===== src/rtl/ptw_pkg.sv =====
package ptw_pkg;
  typedef enum logic [1:0] {
    WS_IDLE  = 2'd0,
    WS_DIR   = 2'd1,
    WS_LEAF  = 2'd2,
    WS_RESP  = 2'd3
  } walk_state_e;
endpackage


===== src/rtl/ptw_field_split.sv =====
module ptw_field_split #(
  parameter int LA_W    = 32,
  parameter int DIR_W   = 9,
  parameter int OFF_W   = 12,
  localparam int LEAF_W = LA_W - DIR_W - OFF_W
) (
  input  logic [LA_W-1:0]   laddr,
  output logic [DIR_W-1:0]  dir_idx,
  output logic [LEAF_W-1:0] leaf_idx,
  output logic [OFF_W-1:0]  offset
);
  assign dir_idx  = laddr[LA_W-1 -: DIR_W];
  assign leaf_idx = laddr[OFF_W +: LEAF_W];
  assign offset   = laddr[OFF_W-1:0];
endmodule


===== src/rtl/ptw_entry_addr.sv =====
module ptw_entry_addr #(
  parameter int FRAME_W  = 16,
  parameter int OFF_W    = 12,
  parameter int IDX_W    = 9,
  parameter int ENT_LOG2 = 1,
  localparam int PA_W    = FRAME_W + OFF_W
) (
  input  logic [FRAME_W-1:0] table_frame,
  input  logic [IDX_W-1:0]   idx,
  output logic [PA_W-1:0]    entry_addr
);
  function automatic logic [PA_W-1:0] entry_byte_addr(
    input logic [FRAME_W-1:0] frame,
    input logic [IDX_W-1:0]   index
  );
    logic [PA_W-1:0] base;
    logic [PA_W-1:0] disp;
    base = {frame, {OFF_W{1'b0}}};
    disp = PA_W'(index) << ENT_LOG2;
    return base + disp;
  endfunction

  assign entry_addr = entry_byte_addr(table_frame, idx);
endmodule


===== src/rtl/ptw_walker.sv =====
module ptw_walker
  import ptw_pkg::*;
#(
  parameter int LA_W     = 32,
  parameter int FRAME_W  = 16,
  parameter int OFF_W    = 12,
  parameter int DIR_W    = 9,
  parameter int ENT_LOG2 = 1,
  localparam int LEAF_W  = LA_W - DIR_W - OFF_W,
  localparam int PA_W    = FRAME_W + OFF_W
) (
  input  logic               clk,
  input  logic               rst,
  input  logic               req_valid,
  output logic               req_ready,
  input  logic [LA_W-1:0]    req_laddr,
  input  logic [FRAME_W-1:0] root_frame,
  output logic               rsp_valid,
  input  logic               rsp_ready,
  output logic [PA_W-1:0]    rsp_paddr,
  output logic               mem_req,
  input  logic               mem_gnt,
  output logic [PA_W-1:0]    mem_addr,
  input  logic               mem_rvalid,
  input  logic [FRAME_W-1:0] mem_rdata
);
  walk_state_e        st_q;
  logic [LA_W-1:0]    la_q;
  logic [FRAME_W-1:0] root_q;
  logic [FRAME_W-1:0] frame_q;
  logic               issued_q;

  logic [DIR_W-1:0]   dir_idx;
  logic [LEAF_W-1:0]  leaf_idx;
  logic [OFF_W-1:0]   offset;
  logic [PA_W-1:0]    dir_entry_addr;
  logic [PA_W-1:0]    leaf_entry_addr;

  // named events for the assertions
  logic in_read;
  logic accept;
  logic grant;
  logic rd_done;
  logic consume;

  ptw_field_split #(.LA_W(LA_W), .DIR_W(DIR_W), .OFF_W(OFF_W)) u_split (
    .laddr   (la_q),
    .dir_idx (dir_idx),
    .leaf_idx(leaf_idx),
    .offset  (offset)
  );

  ptw_entry_addr #(.FRAME_W(FRAME_W), .OFF_W(OFF_W), .IDX_W(DIR_W),
                   .ENT_LOG2(ENT_LOG2)) u_dir_addr (
    .table_frame(root_q),
    .idx        (dir_idx),
    .entry_addr (dir_entry_addr)
  );

  ptw_entry_addr #(.FRAME_W(FRAME_W), .OFF_W(OFF_W), .IDX_W(LEAF_W),
                   .ENT_LOG2(ENT_LOG2)) u_leaf_addr (
    .table_frame(frame_q),
    .idx        (leaf_idx),
    .entry_addr (leaf_entry_addr)
  );

  assign in_read   = (st_q == WS_DIR) || (st_q == WS_LEAF);
  assign req_ready = (st_q == WS_IDLE);
  assign rsp_valid = (st_q == WS_RESP);
  assign mem_req   = in_read && !issued_q;
  assign mem_addr  = (st_q == WS_DIR) ? dir_entry_addr : leaf_entry_addr;
  assign rsp_paddr = {frame_q, offset};

  assign accept  = req_valid && req_ready;
  assign grant   = mem_req && mem_gnt;
  assign rd_done = in_read && issued_q && mem_rvalid;
  assign consume = rsp_valid && rsp_ready;

  always_ff @(posedge clk) begin
    if (rst) begin
      st_q     <= WS_IDLE;
      la_q     <= '0;
      root_q   <= '0;
      frame_q  <= '0;
      issued_q <= 1'b0;
    end else begin
      unique case (st_q)
        WS_IDLE: begin
          if (accept) begin
            la_q     <= req_laddr;
            root_q   <= root_frame;
            issued_q <= 1'b0;
            st_q     <= WS_DIR;
          end
        end
        WS_DIR, WS_LEAF: begin
          if (grant) begin
            issued_q <= 1'b1;
          end else if (rd_done) begin
            frame_q  <= mem_rdata;
            issued_q <= 1'b0;
            st_q     <= (st_q == WS_DIR) ? WS_LEAF : WS_RESP;
          end
        end
        WS_RESP: begin
          if (consume) st_q <= WS_IDLE;
        end
        default: st_q <= WS_IDLE;
      endcase
    end
  end

  // checks
  logic rst_d;
  always_ff @(posedge clk) begin
    rst_d <= rst;
    if (rst_d && !rst) begin
      AST_RESET_IDLE: assert (req_ready && !mem_req && !rsp_valid);
    end
  end

  AST_REQ_HOLD: assert property (@(posedge clk) disable iff (rst)
    mem_req && !mem_gnt |=> mem_req && $stable(mem_addr));

  AST_RSP_HOLD: assert property (@(posedge clk) disable iff (rst)
    rsp_valid && !rsp_ready |=> rsp_valid && $stable(rsp_paddr));

  AST_READY_EXCL: assert property (@(posedge clk) disable iff (rst)
    req_ready |-> !mem_req && !rsp_valid);

  AST_RSP_AFTER_DATA: assert property (@(posedge clk) disable iff (rst)
    $rose(rsp_valid) |-> $past(mem_rvalid));

  AST_ENTRY_ALIGNED: assert property (@(posedge clk) disable iff (rst)
    mem_req |-> (mem_addr[ENT_LOG2-1:0] == '0));
endmodule


===== config.mk =====
export PLATFORM = sky130hd
export DESIGN_NAME = ptw_walker
export DESIGN_NICKNAME = d
export VERILOG_FILES = /design/src/rtl/ptw_pkg.sv /design/src/rtl/ptw_field_split.sv /design/src/rtl/ptw_entry_addr.sv /design/src/rtl/ptw_walker.sv
export SDC_FILE = /design/constraint.sdc
export NUM_CORES = 1
export LEC_CHECK = 0
export BUFFER_PORTS_ARGS = -buffer_cell sky130_fd_sc_hd__buf_2
export CAP_MARGIN = 20
export CORE_UTILIZATION = 42
export CTS_CLUSTER_SIZE = 24
export DETAILED_ROUTE_END_ITERATION = 8
export PLACE_DENSITY = 0.73
export SLEW_MARGIN = 15
export SYNTH_ARGS = -nofsm -noshare
export SYNTH_HDL_FRONTEND = slang
export SYNTH_SLANG_ARGS = --single-unit

===== constraint.sdc =====
create_clock -name clk -period 1.95 [get_ports clk]
set_clock_uncertainty 0.2 [all_clocks]
set_input_delay 0.0975 -clock clk [delete_from_list [all_inputs] [get_ports clk]]
set_output_delay 0.0975 -clock clk [all_outputs]
set_load 0.02 [all_outputs]

Word-level counts from Yosys, hierarchy flattened
Index checks and enable logic that the tools add are counted.
{ "totals": {"in_bits": 70, "word_cells": 42, "regBits": 67, "out_inout_bits": 59} }
{ "classes": {"bitwise": 1, "add_sub_neg": 2, "reduce_logical": 15, "eq_ne": 8, "n_mux": 11} }
{ "op_table": {"columns": ["op", "count"], "rows": [
  ["$add 28x10->28", 1],
  ["$add 28x12->28", 1],
  ["$mux 28", 1],
  ["$mux 2", 4],
  ["$logic_and 1x1->1", 6],
  ["$pmux 2 s3", 1],
  ["$reduce_and 3->1", 2],
  ["$eq 2x2->1 const B", 2],
  ["$mux 1", 4],
  ["$ne 2x1->1 const B", 2],
  ["$ne 2x2->1 const B", 2],
  ["$reduce_and 4->1", 1],
  ["$ne 3x3->1 const B", 1],
  ["$eq 2x1->1 const B", 1],
  ["$logic_not 2->1", 1],
  ["$pmux 1 s2", 1],
  ["$reduce_and 2->1", 1],
  ["$reduce_bool 2->1", 1],
  ["$reduce_or 2->1", 1],
  ["$logic_not 1->1", 1],
  ["$logic_or 1x1->1", 1],
  ["$not 1->1", 1]
]} }

Longest topological paths before layout
Gate-level depths: netlist (run 1).
{ "logic_depth": {"ltp_word": 7, "ltp_mapped": 7, "depth_no_buf": 5} }

Hierarchy
From an unflattened synthesis (run 1), not the netlist that was laid out.
{ "unflattened": {"cells_unflattened": 428, "area_unflattened_um2": 3417.0} }
{ "by_module_without_submodules": {"columns": ["module", "cells_each", "seq_area_each_um2", "area_each_um2", "instances"], "rows": [
  ["ptw_walker", 338, 1341.3, 2748.9, 1],
  ["ptw_entry_addr", 29, 0.0, 214.0, 2],
  ["ptw_field_split", 32, 0.0, 240.2, 1]
]} }

Worst setup path before layout (run 1)
No wires, ideal clock.
{ "synth_timing": {"path_kind": "register to register", "start": "register st_q[0]", "end": "register st_q[0]", "period_less_slack_ns": 1.850, "setup_time_ns": 0.070, "required_time_ns": 1.680, "n_path_buf": 0, "path_stages_with_launch": 6, "slack_ns": 0.100, "arrival_time_ns": 1.580, "cell_sequence": "dfxtp_1 -> inv_1 -> ha_1 -> mux2_4 -> or4_1 -> a21oi_1"} }
{ "synth_between": {"elab_chain_cells": 6, "word_cells_on_any_way": 21, "classes_between": "eq/ne (7); mux (4); reduce/logical (10)"} }
{ "synth_lines": {"columns": ["element", "line_no", "rtl"], "rows": [
  ["start: declaration", "ptw_walker.sv:27", "walk_state_e st_q;"],
  ["start signal: assignment", "ptw_walker.sv:102", "st_q <= (st_q == WS_DIR) ? WS_LEAF : WS_RESP;"],
  ["$eq 2x1->1 or $eq 2x2->1 (tied branches)", "ptw_walker.sv:67, ptw_walker.sv:87, ptw_walker.sv:102", null],
  ["$logic_or 1x1->1", "ptw_walker.sv:67", "assign in_read = (st_q == WS_DIR) || (st_q == WS_LEAF);"],
  ["$logic_and 1x1->1, on equally long branches", "ptw_walker.sv:76, ptw_walker.sv:70", null],
  ["$logic_and 1x1->1, on equally long branches", "ptw_walker.sv:76, ptw_walker.sv:75", null],
  ["$ne 2x2->1 (no source line)", null, null],
  ["$reduce_and 4->1 (no source line)", null, null]
]} }
Parallel ways exist; a longest one is shown, timed or not. The select of a mux whose other input is x is not followed.
A chain may end at the register's enable or synchronous reset.

Worst setup path after layout (run 1)
{ "layout_timing": {"start": "register st_q[0]", "end": "output mem_addr[15]"} }
{ "layout_between": {"elab_chain_cells": 2} }
{ "layout_lines": {"columns": ["element", "line_no", "rtl"], "rows": [
  ["$eq 2x1->1", "ptw_walker.sv:71", "assign mem_addr = (st_q == WS_DIR) ? dir_entry_addr : leaf_entry_addr;"],
  ["$mux 28", "ptw_walker.sv:71", null],
  ["end: declaration", "ptw_walker.sv:23", "output logic [PA_W-1:0] mem_addr,"]
]} }
Every way passes these cells.

==> results of run 1 <==
-- cells by family after synthesis --
logic type / after synthesis / share of synthesized area [%]
multiplexers: 26 / 10.5
buffers and inverters: 39 / 7.50
other: 1 / 0.132
adder cells (fa/ha/maj): 3 / 1.32
flip-flops: 67 / 47.3
AND/OR/NAND/NOR: 145 / 20.4
AO/OA/AOI/OAI: 70 / 12.9
-- registers in the layout (all words and copies together), names as in the netlist --
name	flops
la_q	32
root_q	16
st_q	2
issued_q	1
frame_q	16
-- path summary, 6_finish.rpt --
kind,startpoint,end,slack [ns],cells past startpoint
worst max-delay path,st_q[0]$_SDFFE_PP0P_,mem_addr[15],0.006,5
worst min-delay path,la_q[2]$_SDFFE_PP0P_,la_q[2]$_SDFFE_PP0P_,0.25,2
worst max register to register,st_q[1]$_SDFFE_PP0P_,st_q[0]$_SDFFE_PP0P_,0.04,5
worst min register to register,la_q[2]$_SDFFE_PP0P_,la_q[2]$_SDFFE_PP0P_,0.25,2
-- critical path, cell delays in order (launching register included) --
cell and delay [ns]:
dfxtp_2 0.34, buf_6 0.11, ha_4 0.21, buf_6 0.17
mux2_2 0.33, buf_2 0.15
-- cell usage after synthesis --
cell / n / share of area (%)
and3_1: 1 / 0.22
clkbuf_1: 14 / 1.9
ha_1: 3 / 1.3
mux2_4: 1 / 0.53
nor3_1: 1 / 0.18
nor3b_1: 1 / 0.26
o22a_1: 1 / 0.31
o31ai_1: 2 / 0.53
inv_1: 3 / 0.40
and2_1: 1 / 0.22
or2b_1: 1 / 0.26
a21oi_1: 65 / 11
mux2_2: 25 / 9.9
nor2b_1: 5 / 1.1
clkbuf_2: 1 / 0.18
buf_4: 13 / 3.4
buf_2: 7 / 1.2
nand2_1: 130 / 17
or4_1: 1 / 0.26
nand2b_1: 1 / 0.22
buf_6: 1 / 0.40
a21boi_0: 1 / 0.26
conb_1: 1 / 0.13
dfxtp_1: 67 / 47
o32ai_1: 1 / 0.31
nor2_1: 2 / 0.26
nand3_1: 1 / 0.18
-- what timing repair did --
action                                  CTS  global route
resized for setup                         8            61
endpoints found under the setup margin   67            26
pin swaps                                 0             1
endpoints found under the hold margin    67             0
cloned                                    1             1
hold buffers                             69             0
setup buffers                             0             1
-- final cells by class --
cell class,instances,area (sq um)
clock buffer,9,124
clock inverter,7,116
fill,456,1770
inverter,3,11.3
multi-input combinational,245,1350
sequential,67,1340
tap,77,96.3
timing repair buffer,212,1610
-- per-stage QoR --
step / instance area (sq um) / setup TNS (ns) / setup WS [ns] / hold slack, ns
floorplan: 2840 / 0 / 0.100 / 0.0335
global placement: 3470 / 0 / 0.0658 / 0.139
detailed placement: 3470 / -0.373 / -0.0368 / 0.144
CTS: 4430 / -0.0289 / -0.00839 / 0.255
global route: 4650 / -0.180 / -0.0379 / 0.270
finish: 4650 / 0 / 0.00559 / 0.253
-- where the power goes --
group	switching, uW	internal (uW)
logic	462	463
registers	48.1	1460
clock network	544	847
-- layer usage --
metal | global-route usage [%] | up-vias
met3 | 4.62 | 46
met5 | 0 | -
li1 | - | 1502
met1 | 27.6 | 1414
met2 | 42.5 | 132
met4 | 17.9 | 0
==> flow_summary.toml, run 1 <==
[layout]
fin_util_pct = 72.5
fin_cells = 620
drive_above_1_share_pct = 35.2
nets = 611
syn_to_final_growth_pct = 64.2
final_cell_mix = "nand2_1 (129), buf_2 (106), dlygate4sd3_1 (69), dfxtp_1 (66), a21oi_1 (65)"
layout_commonest_cell = "nand2_1"
diodes = 0

[power]
max-vdd-ir-drop_mv = 0.540
power_uw = 3820
powerDensity_nw_per_um2 = 821
leakage_uw = 0.00211

[worst_setup_path]
end_kind = "output port"
cp-start-kind = "flip-flop"
arrival_ns = 1.65
path_max_fanout = 7
critPathRequiredTime_ns = 1.65
worstSetupPathType = "reg -> out"

[die]
die_y_um = 84.2
core_area_sq_um = 6420
die_w_um = 84.2
initial_core_util_pct = 44.1
num_rows = 29
pin_count = 129
die_area_sq_um = 7080

[run_status]
outcome = "finished with violations"
violations = "DRC"

[flow_run]
drv_cap = 0

[timing]
min_period_over_period_pct = 99.7
drv_slew = 0
relSlewSlack_pct = 64.6
rsz0062_at_grt = "yes"
fmax_ghz = 0.514
hold_viol = 0
min_period_ns = 1.94
setup_violations = 0
worst_pin_slew_ns = 0.530

[detailed_routing]
drt-initial-drc-count = 189
met3_length_um = 451
routedWlPerCell_um = 14.9
drc = 10
antenna_left = 0
met2_length_um = 4690
via_count = 3094
drtPass1Iterations = 7
via_per_inst = 4.99
m1WireLength_um = 3560
wl_um = 9210
topRoutingLayerUsed = "met4"

[clocking]
worstSkewPairLatency_ns = 0.33
root_buffer = "clkbuf_8"
h-tree-depth = 3
numCtsBuffers = 9
numClockSinks = 67
cts_tree = "built"
clk_pin_slew_ns = 0.08
cts_buffer_depth = 2

[hold_path]
hold_class = "reg -> reg"

[global_route]
grt_pass1_vias = 2987
grt.total_usage_pct = 24.8
grt-ovfl-total = 0
grt_pass1_wl_um = 13800
antenna_found_initial = 0
grt_max_degree = 49

[yosys]
yosysWarnings = 0
synthesis.nets = 424
ys_seq_area_share_pct = 47.3
netlist_area_sq_um = 2840
synth_cell_types = 27
syn-instance-count = 351
synth_seq_cells = 67
syn_area_per_cell_sq_um = 8.08

[placed_design]
gp_congestion = 0.791
hpwl_um = 4790
portBuffers = 127
dp.cells = 532
Power figures use the tool's default switching activity.
==> run 2: changes to the inputs <==
--- a/config.mk
+++ b/config.mk
@@ -7,10 +7,10 @@
 export LEC_CHECK = 0
 export BUFFER_PORTS_ARGS = -buffer_cell sky130_fd_sc_hd__buf_2
 export CAP_MARGIN = 20
-export CORE_UTILIZATION = 42
+export CORE_UTILIZATION = 32
 export CTS_CLUSTER_SIZE = 24
 export DETAILED_ROUTE_END_ITERATION = 8
-export PLACE_DENSITY = 0.73
+export PLACE_DENSITY = 0.57
 export SLEW_MARGIN = 15
 export SYNTH_ARGS = -nofsm -noshare
 export SYNTH_HDL_FRONTEND = slang
==> flow_summary.toml, run 2 (synthesis gave the netlist of run 1 again) <==
[placed_design]
hpwl_um = 5290
portBuffers = 127
gp_congestion = 0.783

[timing]
holdWs_ns = 0.0768
rsz0062_at_grt = "yes"
hold_viol = 0
fmax_ghz = 0.513
setup_violations = 1
drv_slew = 0
setup_tns_ns = -0.000711
min_period_ns = 1.95
fin_ws_ns = -0.000711
min_period_over_period_pct = 100

[worst_setup_path]
cp-start-kind = "flip-flop"
arrival_ns = 1.65
ff2ff_path_depth = 5
r2r_start = "st_q[1]$_SDFFE_PP0P_"
crit_start = "st_q[0]$_SDFFE_PP0P_"
end_kind = "output port"
r2r-end = "st_q[0]$_SDFFE_PP0P_"
path_max_fanout = 9
critPathRequiredTime_ns = 1.65
r2r_slack_ns = 0.02
worstSetupPathType = "reg -> out"

[flow_run]
drv_cap = 0

[clocking]
numClockSinks = 67
cts_tree = "built"
numCtsBuffers = 9
h-tree-depth = 3
worstSkewPairLatency_ns = 0.33
clk_pin_slew_ns = 0.07
cts_buffer_depth = 2
root_buffer = "clkbuf_8"

[die]
num_rows = 33
initial_core_util_pct = 33.8
die_y_um = 96.1
core_area_sq_um = 8380
pin_count = 129
die_area_sq_um = 9240
die_w_um = 96.1

[detailed_routing]
drtPass1Iterations = 4
via_per_inst = 4.57
via_count = 2969
wl_um = 8440
routedWlPerCell_um = 13.0
drt-initial-drc-count = 89
drc = 0
antenna_left = 0

[run_status]
outcome = "finished with violations"
violations = "setup timing"

[power]
leakage_uw = 0.00213
max-vdd-ir-drop_mv = 0.475
powerDensity_nw_per_um2 = 802

[layout]
diodes = 0
regArea_sq_um = 1340
regMostFlops = "la_q"
largestRegisters = "la_q (32), frame_q (16), root_q (16)"
fillers = 781
final_cell_mix = "nand2_1 (129), buf_2 (111), dlygate4sd3_1 (68), dfxtp_1 (66), a21oi_1 (65)"
nets = 613
syn_to_final_growth_pct = 65.7
drive_above_1_share_pct = 35.6
layout_commonest_cell = "nand2_1"
multi_input_area_sq_um = 1360
largest_reg_flops = 32

[global_route]
grt.total_usage_pct = 18.4
grt_max_degree = 32
grt_pass1_wl_um = 12900
antenna_found_initial = 0
grt-ovfl-total = 0
grt_pass1_vias = 2821

[hold_path]
worst_hold_path.endpoint = "st_q[0]$_SDFFE_PP0P_"
hold_depth = 4
hold_class = "in -> reg"
min_from = "req_valid"
-- run 2: worst max path at each step --
stage,endpoint,slack [ns],depth (start not counted)
floorplan,st_q[0]$_SDFFE_PP0P_,0.1,5
global placement,st_q[0]$_SDFFE_PP0P_,0.11,5
detailed placement,frame_q[2]$_SDFFE_PP0P_,0.02,5
CTS,st_q[0]$_SDFFE_PP0P_,-0.01,5
global route,st_q[0]$_SDFFE_PP0P_,-0.07,5
finish,mem_addr[22],-0.0007,5
-- run 2: layout make-up --
class | instances | area share (%)
timing repair buffer | 214 | 34.6
tap | 105 | 2.80
inverter | 3 | 0.240
multi-input combinational | 245 | 28.9
clock inverter | 4 | 1.54
clock buffer | 12 | 3.30
sequential | 67 | 28.6
-- run 2: layer usage --
metal  track usage (%)  wire [um]
met5                 0          0
met4              8.46        179
met3              4.11        452
met2              32.1       4230
met1              21.3       3570
-- run 2: report_power, final --
part	total [uW]	switching (uW)	internal (uW)
registers	1500	44.4	1460
logic	953	459	493
clock network	1310	525	789
-- run 2: critical path, stage by stage (launching register included) --
cell     delay (ns)
dfxtp_2        0.34
buf_6          0.10
ha_4           0.22
buf_8          0.16
mux2_2         0.34
buf_2          0.16
-- run 2: timing repair --
item,in CTS,in global routing
endpoints found under the hold margin,66,0
setup buffers,2,2
gates resized for setup,13,47
setup endpoints to repair,24,42
hold buffers,68,0
pin swaps,0,1
gates cloned,0,1
-- run 2: stage by stage --
stage	setup WS (ns)	area [sq um]	total power (uW)	utilization, %	instances
2_1_floorplan	0.100	2840	2000	-	351
3_3_place_gp	0.106	3530	2230	42.2	561
3_5_place_dp	0.0164	3530	2240	42.2	561
4_1_cts	-0.0123	4510	3700	53.8	647
5_1_grt	-0.0693	4700	3980	56.1	650
6_report	-0.000711	4700	3770	56.1	650
